### src/rtl/ncm_pkg.sv
package ncm_pkg;
  localparam int KMAX = 64;
  typedef logic [KMAX-1:0] const_t;
  typedef logic [KMAX:0]   digit_mask_t;
  typedef logic [KMAX+1:0] naf_acc_t;

  // Signed-digit recoding: returns the +1 positions or the -1 positions.
  function automatic digit_mask_t naf_mask(const_t k, bit want_neg);
    naf_acc_t    r;
    digit_mask_t m;
    r = naf_acc_t'(k);
    m = '0;
    for (int i = 0; i <= KMAX; i++) begin
      if (r[0]) begin
        if (r[1]) begin
          m[i] = want_neg;
          r = r + naf_acc_t'(1);
        end else begin
          m[i] = !want_neg;
          r = r - naf_acc_t'(1);
        end
      end
      r = r >> 1;
    end
    return m;
  endfunction

  function automatic int term_count(digit_mask_t m);
    int n;
    n = 0;
    for (int i = 0; i <= KMAX; i++) if (m[i]) n++;
    return n;
  endfunction

  // Bit position of the j-th set bit of m.
  function automatic int term_pos(digit_mask_t m, int j);
    int n;
    int p;
    n = 0;
    p = 0;
    for (int i = 0; i <= KMAX; i++) begin
      if (m[i]) begin
        if (n == j) p = i;
        n++;
      end
    end
    return p;
  endfunction

  function automatic int lvl_nodes(int n, int l);
    return (n + (1 << l) - 1) >> l;
  endfunction

  function automatic int lvl_base(int n, int l);
    int b;
    b = 0;
    for (int k = 0; k < l; k++) b += lvl_nodes(n, k);
    return b;
  endfunction
endpackage

### src/rtl/ncm_term.sv
module ncm_term #(
  parameter int W     = 16,
  parameter int PW    = 48,
  parameter int SHIFT = 0,
  parameter int SIGN  = 1
) (
  input  logic          clk,
  input  logic          en,
  input  logic [W-1:0]  din,
  output logic [PW-1:0] term
);
  generate
    if (SIGN > 0) begin : g_pos
      always_ff @(posedge clk) if (en) term <= PW'(din) << SHIFT;
    end else if (SIGN < 0) begin : g_neg
      always_ff @(posedge clk) if (en) term <= '0 - (PW'(din) << SHIFT);
    end else begin : g_zero
      always_ff @(posedge clk) if (en) term <= '0;
    end
  endgenerate
endmodule

### src/rtl/ncm_add.sv
module ncm_add #(
  parameter int PW = 48
) (
  input  logic          clk,
  input  logic          en,
  input  logic [PW-1:0] a,
  input  logic [PW-1:0] b,
  output logic [PW-1:0] sum
);
  always_ff @(posedge clk) if (en) sum <= a + b;
endmodule

### src/rtl/ncm_valid_pipe.sv
module ncm_valid_pipe #(
  parameter int DEPTH = 2
) (
  input  logic clk,
  input  logic rst_n,
  input  logic en,
  input  logic vin,
  output logic vout
);
  logic [DEPTH-1:0] v;
  generate
    if (DEPTH == 1) begin : g_one
      always_ff @(posedge clk or negedge rst_n)
        if (!rst_n) v <= '0;
        else if (en) v <= vin;
    end else begin : g_many
      always_ff @(posedge clk or negedge rst_n)
        if (!rst_n) v <= '0;
        else if (en) v <= {v[DEPTH-2:0], vin};
    end
  endgenerate
  assign vout = v[DEPTH-1];
endmodule

### src/rtl/naf_const_mult.sv
module naf_const_mult
  import ncm_pkg::*;
#(
  parameter int          W  = 16,
  parameter int          CW = 32,
  parameter logic [CW-1:0] K = 32'hE3A7_7B5D,
  localparam int         PW = W + CW
) (
  input  logic          clk,
  input  logic          rst_n,
  input  logic          in_valid,
  output logic          in_ready,
  input  logic [W-1:0]  in_data,
  output logic          out_valid,
  input  logic          out_ready,
  output logic [PW-1:0] out_prod
);
  localparam digit_mask_t PLUS  = naf_mask(const_t'(K), 1'b0);
  localparam digit_mask_t MINUS = naf_mask(const_t'(K), 1'b1);
  localparam digit_mask_t NZM   = PLUS | MINUS;
  localparam int NZ  = term_count(NZM);
  localparam int NL  = (NZ < 1) ? 1 : NZ;
  localparam int D   = (NL <= 1) ? 0 : $clog2(NL);
  localparam int LAT = D + 1;
  localparam int TOT = lvl_base(NL, D + 1);

  logic advance;
  assign advance  = !out_valid || out_ready;
  assign in_ready = advance;

  logic [PW-1:0] nd [TOT];

  generate
    for (genvar j = 0; j < NL; j++) begin : g_leaf
      localparam int P = term_pos(NZM, j);
      localparam int S = (NZ == 0) ? 0 : (PLUS[P] ? 1 : -1);
      ncm_term #(.W(W), .PW(PW), .SHIFT(P), .SIGN(S)) u_term (
        .clk(clk), .en(advance), .din(in_data), .term(nd[j])
      );
    end

    for (genvar l = 1; l <= D; l++) begin : g_lvl
      for (genvar i = 0; i < lvl_nodes(NL, l); i++) begin : g_node
        localparam int SRC = lvl_base(NL, l - 1) + 2 * i;
        localparam int DST = lvl_base(NL, l) + i;
        if (2 * i + 1 < lvl_nodes(NL, l - 1)) begin : g_pair
          ncm_add #(.PW(PW)) u_add (
            .clk(clk), .en(advance), .a(nd[SRC]), .b(nd[SRC+1]), .sum(nd[DST])
          );
        end else begin : g_pass
          ncm_add #(.PW(PW)) u_add (
            .clk(clk), .en(advance), .a(nd[SRC]), .b('0), .sum(nd[DST])
          );
        end
      end
    end
  endgenerate

  ncm_valid_pipe #(.DEPTH(LAT)) u_vpipe (
    .clk(clk), .rst_n(rst_n), .en(advance), .vin(in_valid), .vout(out_valid)
  );

  assign out_prod = nd[TOT-1];
endmodule

### config.mk
export PLATFORM = sky130hd
export DESIGN_NAME = naf_const_mult
export DESIGN_NICKNAME = d
export VERILOG_FILES = /design/src/rtl/ncm_pkg.sv /design/src/rtl/ncm_term.sv /design/src/rtl/ncm_add.sv /design/src/rtl/ncm_valid_pipe.sv /design/src/rtl/naf_const_mult.sv
export SDC_FILE = /design/constraint.sdc
export NUM_CORES = 1
export LEC_CHECK = 0
export BUFFER_PORTS_ARGS = -buffer_cell sky130_fd_sc_hd__buf_2
export CORE_ASPECT_RATIO = 1.2
export CORE_MARGIN = 1.5
export CORE_UTILIZATION = 45
export DETAILED_ROUTE_END_ITERATION = 7
export PLACE_DENSITY = 0.66
export SETUP_SLACK_MARGIN = 0.3
export SYNTH_ARGS = -nofsm -noshare
export SYNTH_HDL_FRONTEND = slang
export SYNTH_SLANG_ARGS = --single-unit
### constraint.sdc
create_clock -name clk -period 11.3 [get_ports clk]
set_input_delay 0.565 -clock clk [delete_from_list [all_inputs] [get_ports clk]]
set_output_delay 0.565 -clock clk [all_outputs]
set_load 0.005 [all_outputs]
**Word-level counts from Yosys, hierarchy flattened**

Cells that the tools add are included.

- Register bits: 933
- Bits of input ports: 20
- Output and inout port bits: 50
- Logic and storage cells: 41

- Add/subtract/negate cells: 18
- Reductions and logical operators: 2

Operators with widths:

| cell | number |
|---|---|
| $add A48 B48 Y48 | 8 |
| $add A16 B48 Y48 | 1 |
| $add A48 B42 Y48 | 1 |
| $sub A1 B45 Y46 const A | 1 |
| $sub A1 B39 Y40 const A | 1 |
| $add A35 B37 Y38 | 1 |
| $sub A1 B31 Y32 const A | 1 |
| $sub A1 B26 Y27 const A | 1 |
| $sub A1 B23 Y24 const A | 1 |
| $sub A1 B21 Y22 const A | 1 |
| $sub A1 B18 Y19 const A | 1 |
| $logic_not A1 Y1 | 1 |
| $logic_or A1 B1 Y1 | 1 |

**Longest topological paths before layout**

- Word-level depth: 2
- Gate-level depth with buffers: 12
- Depth with buffers taken out: 11

**Cells and area by module**

A second synthesis with hierarchy kept.

- Cells, all modules: 6272
- Area total of the unflattened synthesis: 62880.3 µm²

By module, submodules not included:

| module | times used | cells an instance | area each (µm²) | sequential area each (µm²) |
|---|---|---|---|---|
| ncm_add (g_lvl[1].g_node[0].g_pair.u_add ...) | 9 | 448 | 4334.2 | 1441.4 |
| ncm_add (g_lvl[1].g_node[2].g_pair.u_add) | 1 | 468 | 4369.2 | 1441.4 |
| ncm_add (g_lvl[1].g_node[1].g_pair.u_add) | 1 | 461 | 4256.6 | 1441.4 |
| ncm_add (g_lvl[4].g_node[0].g_pair.u_add) | 1 | 432 | 4152.7 | 1441.4 |
| ncm_term (g_leaf[0].u_term ...) | 5 | 49 | 724.4 | 480.5 |
| ncm_term (g_leaf[2].u_term ...) | 3 | 88 | 1059.8 | 510.5 |
| ncm_term (g_leaf[1].u_term ...) | 2 | 90 | 1026.0 | 510.5 |
| ncm_term (g_leaf[10].u_term ...) | 2 | 89 | 1024.7 | 510.5 |
| ncm_valid_pipe | 1 | 10 | 181.4 | 125.1 |
| naf_const_mult | 1 | 2 | 10.0 | 0.0 |

**Worst setup path before layout**

Ideal clock, no wire load.

- Path type: input-to-reg
- Start point: input out_ready
- End point: register u_vpipe.v[0]
- Setup time: 0.123 ns
- Arrival: 12.522 ns
- Required time: 11.177 ns
- Path slack: -1.345 ns
- Cell stages on the path: 3
- Path buffers: 1
- Cell sequence: nand2b_1 -> clkbuf_1 -> mux2_2

- Word-level cells in the longest chain between the ends: 1

Ends and longest elaborated chain:

| what | line | RTL |
|---|---|---|
| start: declaration | naf_const_mult.sv:15 | `input logic out_ready,` |
| $logic_or A1 B1 Y1 | naf_const_mult.sv:28 | `assign advance = !out_valid \|\| out_ready;` |
| named net in_ready | naf_const_mult.sv:12 | `output logic in_ready,` |
| end signal: assignment | ncm_valid_pipe.sv:19 | `else if (en) v <= {v[DEPTH-2:0], vin};` |
| end: declaration | ncm_valid_pipe.sv:10 | `logic [DEPTH-1:0] v;` |

The timed path passes the listed nets, and every way through them passes these cells.
A chain may end at the register's enable or synchronous reset.

==> impl_metrics.csv <==
group,metric,value,unit
clock_tree,cts_tree,"built",
outcome,outcome,"complete, no violations",
grt,gr-usage-all-layers,0.203,
floorplanning,core_area,0.0502,sq mm
power,irDropWorstVdd,0.164,mV
finish,fin_area,0.0253,sq mm
grt,grt_busiest_layer,"met2",
worst_setup_path,critical_path.max_fanout,4,
clock_tree,cts_buffers,40,
clock_tree,htree_levels,2,
sta,fmax,280,MHz
finish,syn2layout_area_growth,10.7,%
grt,grt_pass1_vias,15800,
sta,setup_viol,0,
logic_synthesis,synthesis.nets,2257,
grt,grt_util_met2,0.361,
worst_setup_path,worstPathCellList,"ha_1 > fa_1 > a21o_1 > a21oi_1 > o21ai_0 > a311oi_1 > o21ai_0 > and4_1 > nor3_1",
floorplanning,rows,90,
routing,vias,16000,
logic_synthesis,synth_top_area_frac,0.497,
grt,globalRouteOverflowTotal,0,
logic_synthesis,synth_cell_type_count,77,
finish,final_util,0.504,
power,p_leak,9.62,nW
sta,setup_ws,7730,ps
sta,fin_crit_sh,0.316,
logic_synthesis,avgSynthCellArea,11.3,sq um
logic_synthesis,ys_top_cells_by_area,"edfxtp_1 (50%), ha_1 (12%), xnor2_1 (5.4%), a21oi_1 (4.2%), a21o_1 (2.4%)",
worst_hold_path,hp-class,"input port to flip-flop",
sta,fin_crit,3570,ps
sta,finalHoldViolCount,0,
clock_tree,root_buffer,"clkbuf_16",
sta,drv_slew,0,
logic_synthesis,syn_area,0.0228,sq mm
job,max_cap_violations,0,
logic_synthesis,synth-seq-cells,383,
worst_setup_path,crit_arrival,3980,ps
floorplanning,chipWidth,209,microns
finish,finalNonFillerCells,2769,
logic_synthesis,synth_async_sr_flop_share,0.0131,
sta,finClkSkew,31.1,ps
routing,drt_iter0_drc,1187,
place,place_ws,7780,ps
grt,use_met3,0.0267,
sta,worstMarginPinSlew,998,ps
worst_setup_path,crit_slowest_cell,"a311oi_1",
sta,finalSetupTns,0,ps
worst_hold_path,worstHoldPathCells,1,
logic_synthesis,yosys.area.top_type,"edfxtp_1",
grt,grt_max_degree,183,
worst_setup_path,crit_type,"flip-flop to flip-flop",
sta,timing.slew.headroom,0.335,
routing,drc,0,
floorplanning,dieArea,0.0521,sq mm
logic_synthesis,syn_inst,2014,
routing,wl_per_cell,19.3,microns
place,place_area,0.0239,sq mm
grt,antenna_found_initial,1,
clock_tree,clk_pin_slew,60,ps
logic_synthesis,yosysSeqAreaShare,0.502,
worst_setup_path,crit_path_end_kind,"flip-flop",
routing,vias_per_cell,5.78,
finish,insertedDiodeCount,0,
floorplanning,start_util,0.455,
floorplanning,num_io_pins,70,
sta,rsz0062_at_grt,"false",
place,place_congestion,0.936,
clock_tree,clock_path_buffers,3,
finish,drive_above_1_share,0.0762,
logic_synthesis,synth_ff_type,"edfxtp_1",
routing,wl,53500,microns
worst_setup_path,critPathLaunchType,"flip-flop",
worst_setup_path,crit_required,11700,ps
place,io_buffers,69,
place,dp_hpwl,41300,microns
worst_setup_path,slowest_delay,770,ps
clock_tree,clk_latency,580,ps
power,power_density,343,mW/mm^2
floorplanning,dieHeight,250,microns
worst_setup_path,reg2reg_depth,9,
logic_synthesis,yosysWarnings,0,
clock_tree,cts_resized,0,
grt,grt_pass1_wl,83400,microns
place,dpl.cell_count,2696,
grt,grtUsageMet1,0.246,
worst_setup_path,crit_top_cell,"o21ai_0",
routing,drtPass1Iterations,5,
clock_tree,cts_sinks,383,
finish,fin_nets,2338,
routing,ant_nets,0,
logic_synthesis,synth-edff-count,378,
worst_setup_path,r2r_setup_slack,7730,ps
power by group:
group / leakage, nW / total, W / switching, W / internal [W]
Combinational: 5.17 / 0.00434 / 0.00257 / 0.00177
Sequential: 3.77 / 0.00295 / 0.000330 / 0.00262
Clock: 0.671 / 0.00137 / 0.000565 / 0.000808
Total: 9.62 / 0.00867 / 0.00346 / 0.00520
worst paths after layout:
check | startpoint | to
min in group asynchronous | rst_n | u_vpipe.v[1]
max in group asynchronous | rst_n | u_vpipe.v[0]
min | in_data[5] | g_leaf[11].u_term.term[37]
max reg2reg | g_lvl[1].g_node[0].g_pair.u_add.sum[0] | g_lvl[2].g_node[2].g_pair.u_add.sum[47]
max | g_lvl[1].g_node[0].g_pair.u_add.sum[0] | g_lvl[2].g_node[2].g_pair.u_add.sum[47]
min reg2reg | g_lvl[2].g_node[2].g_pair.u_add.sum[28] | g_lvl[3].g_node[1].g_pass.u_add.sum[28]
registers in the layout, indices dropped and copies added, names as in the netlist:
signal,flops
g_leaf.u_term.term,32
u_vpipe.v,5
g_lvl.g_node.g_pass.u_add.sum,24
g_lvl.g_node.g_pair.u_add.sum,322
stage by stage:
stage                     hold slack (ps)  power [W]
after floorplan                       269    0.00615
after global placement                381    0.00719
after detailed placement              392    0.00727
after CTS                             176    0.00867
after global routing                  179    0.00927
final                                 206    0.00867
layer usage:
layer	up-vias	wire length (microns)
met2	401	26400
met4	2	2190
li1	7864	-
met1	7594	22800
met5	-	13
met3	131	2050
cell families (layout without fill, tap and decap cells):
family / count (synthesis) / after routing / share of synthesized area
AOI/OAI and AO/OA: 621 / 621 / 0.175
and+or+nand+nor: 470 / 470 / 0.0997
DFF: 383 / 383 / 0.502
adders and majority gates: 223 / 223 / 0.125
xor gates and xnor gates: 197 / 197 / 0.0755
buffers and inverters: 115 / 226 / 0.0194
muxes: 5 / 5 / 0.00241
cell usage after synthesis, types with 7 or more instances:
master	instances
a211o_1	11
a211oi_1	23
a21o_1	72
a21oi_1	192
a31oi_1	35
and2_1	13
and3_1	16
clkbuf_1	31
edfxtp_1	378
fa_1	10
ha_1	213
inv_1	76
nand2_1	117
nand2b_1	12
nand3_1	29
nand4_1	33
nor2_1	126
nor2b_1	24
nor3_1	52
nor4_1	14
o211ai_1	18
o21a_1	36
o21ai_0	107
o21bai_1	38
o221ai_1	7
o22ai_1	7
o31ai_1	10
or3_1	9
xnor2_1	141
xor2_1	56
cells in the final DEF, fill, tap and decap left out, types with 14 or more instances in the layout:
| cell | instances |
|---|---|
| a211oi_1 | 23 |
| a21o_1 | 72 |
| a21oi_1 | 192 |
| a31oi_1 | 35 |
| and3_1 | 16 |
| buf_2 | 69 |
| clkbuf_16 | 41 |
| edfxtp_1 | 378 |
| ha_1 | 213 |
| inv_1 | 76 |
| nand2_1 | 117 |
| nand3_1 | 29 |
| nand4_1 | 33 |
| nor2_1 | 126 |
| nor2b_1 | 24 |
| nor3_1 | 52 |
| nor4_1 | 14 |
| o211ai_1 | 18 |
| o21a_1 | 36 |
| o21ai_0 | 107 |
| o21bai_1 | 38 |
| xnor2_1 | 141 |
| xor2_1 | 56 |
critical path: cells and delay by family (launching register included):
family,cells,cell delay (ps)
compound gates,5,1720
fa+ha+maj,2,710
simple gates,2,440
flops,1,540
what timing repair did:
| item | 4_1_cts | 5_1_grt |
|---|---|---|
| setup endpoints to repair | 0 | 0 |
| setup buffers | 0 | 0 |
| hold endpoints to repair | 5 | 0 |
| hold buffers | 1 | 0 |
area by class of cell:
class / count / area, sq um
Fill cell: 4343 / 24900
Sequential cell: 383 / 11500
Multi-Input combinational cell: 1516 / 10900
Clock buffer: 45 / 1040
Tap cell: 644 / 806
Timing Repair Buffer: 77 / 420
Clock inverter: 27 / 328
Inverter: 77 / 289
Note: power is estimated with default switching activity, not from simulation.
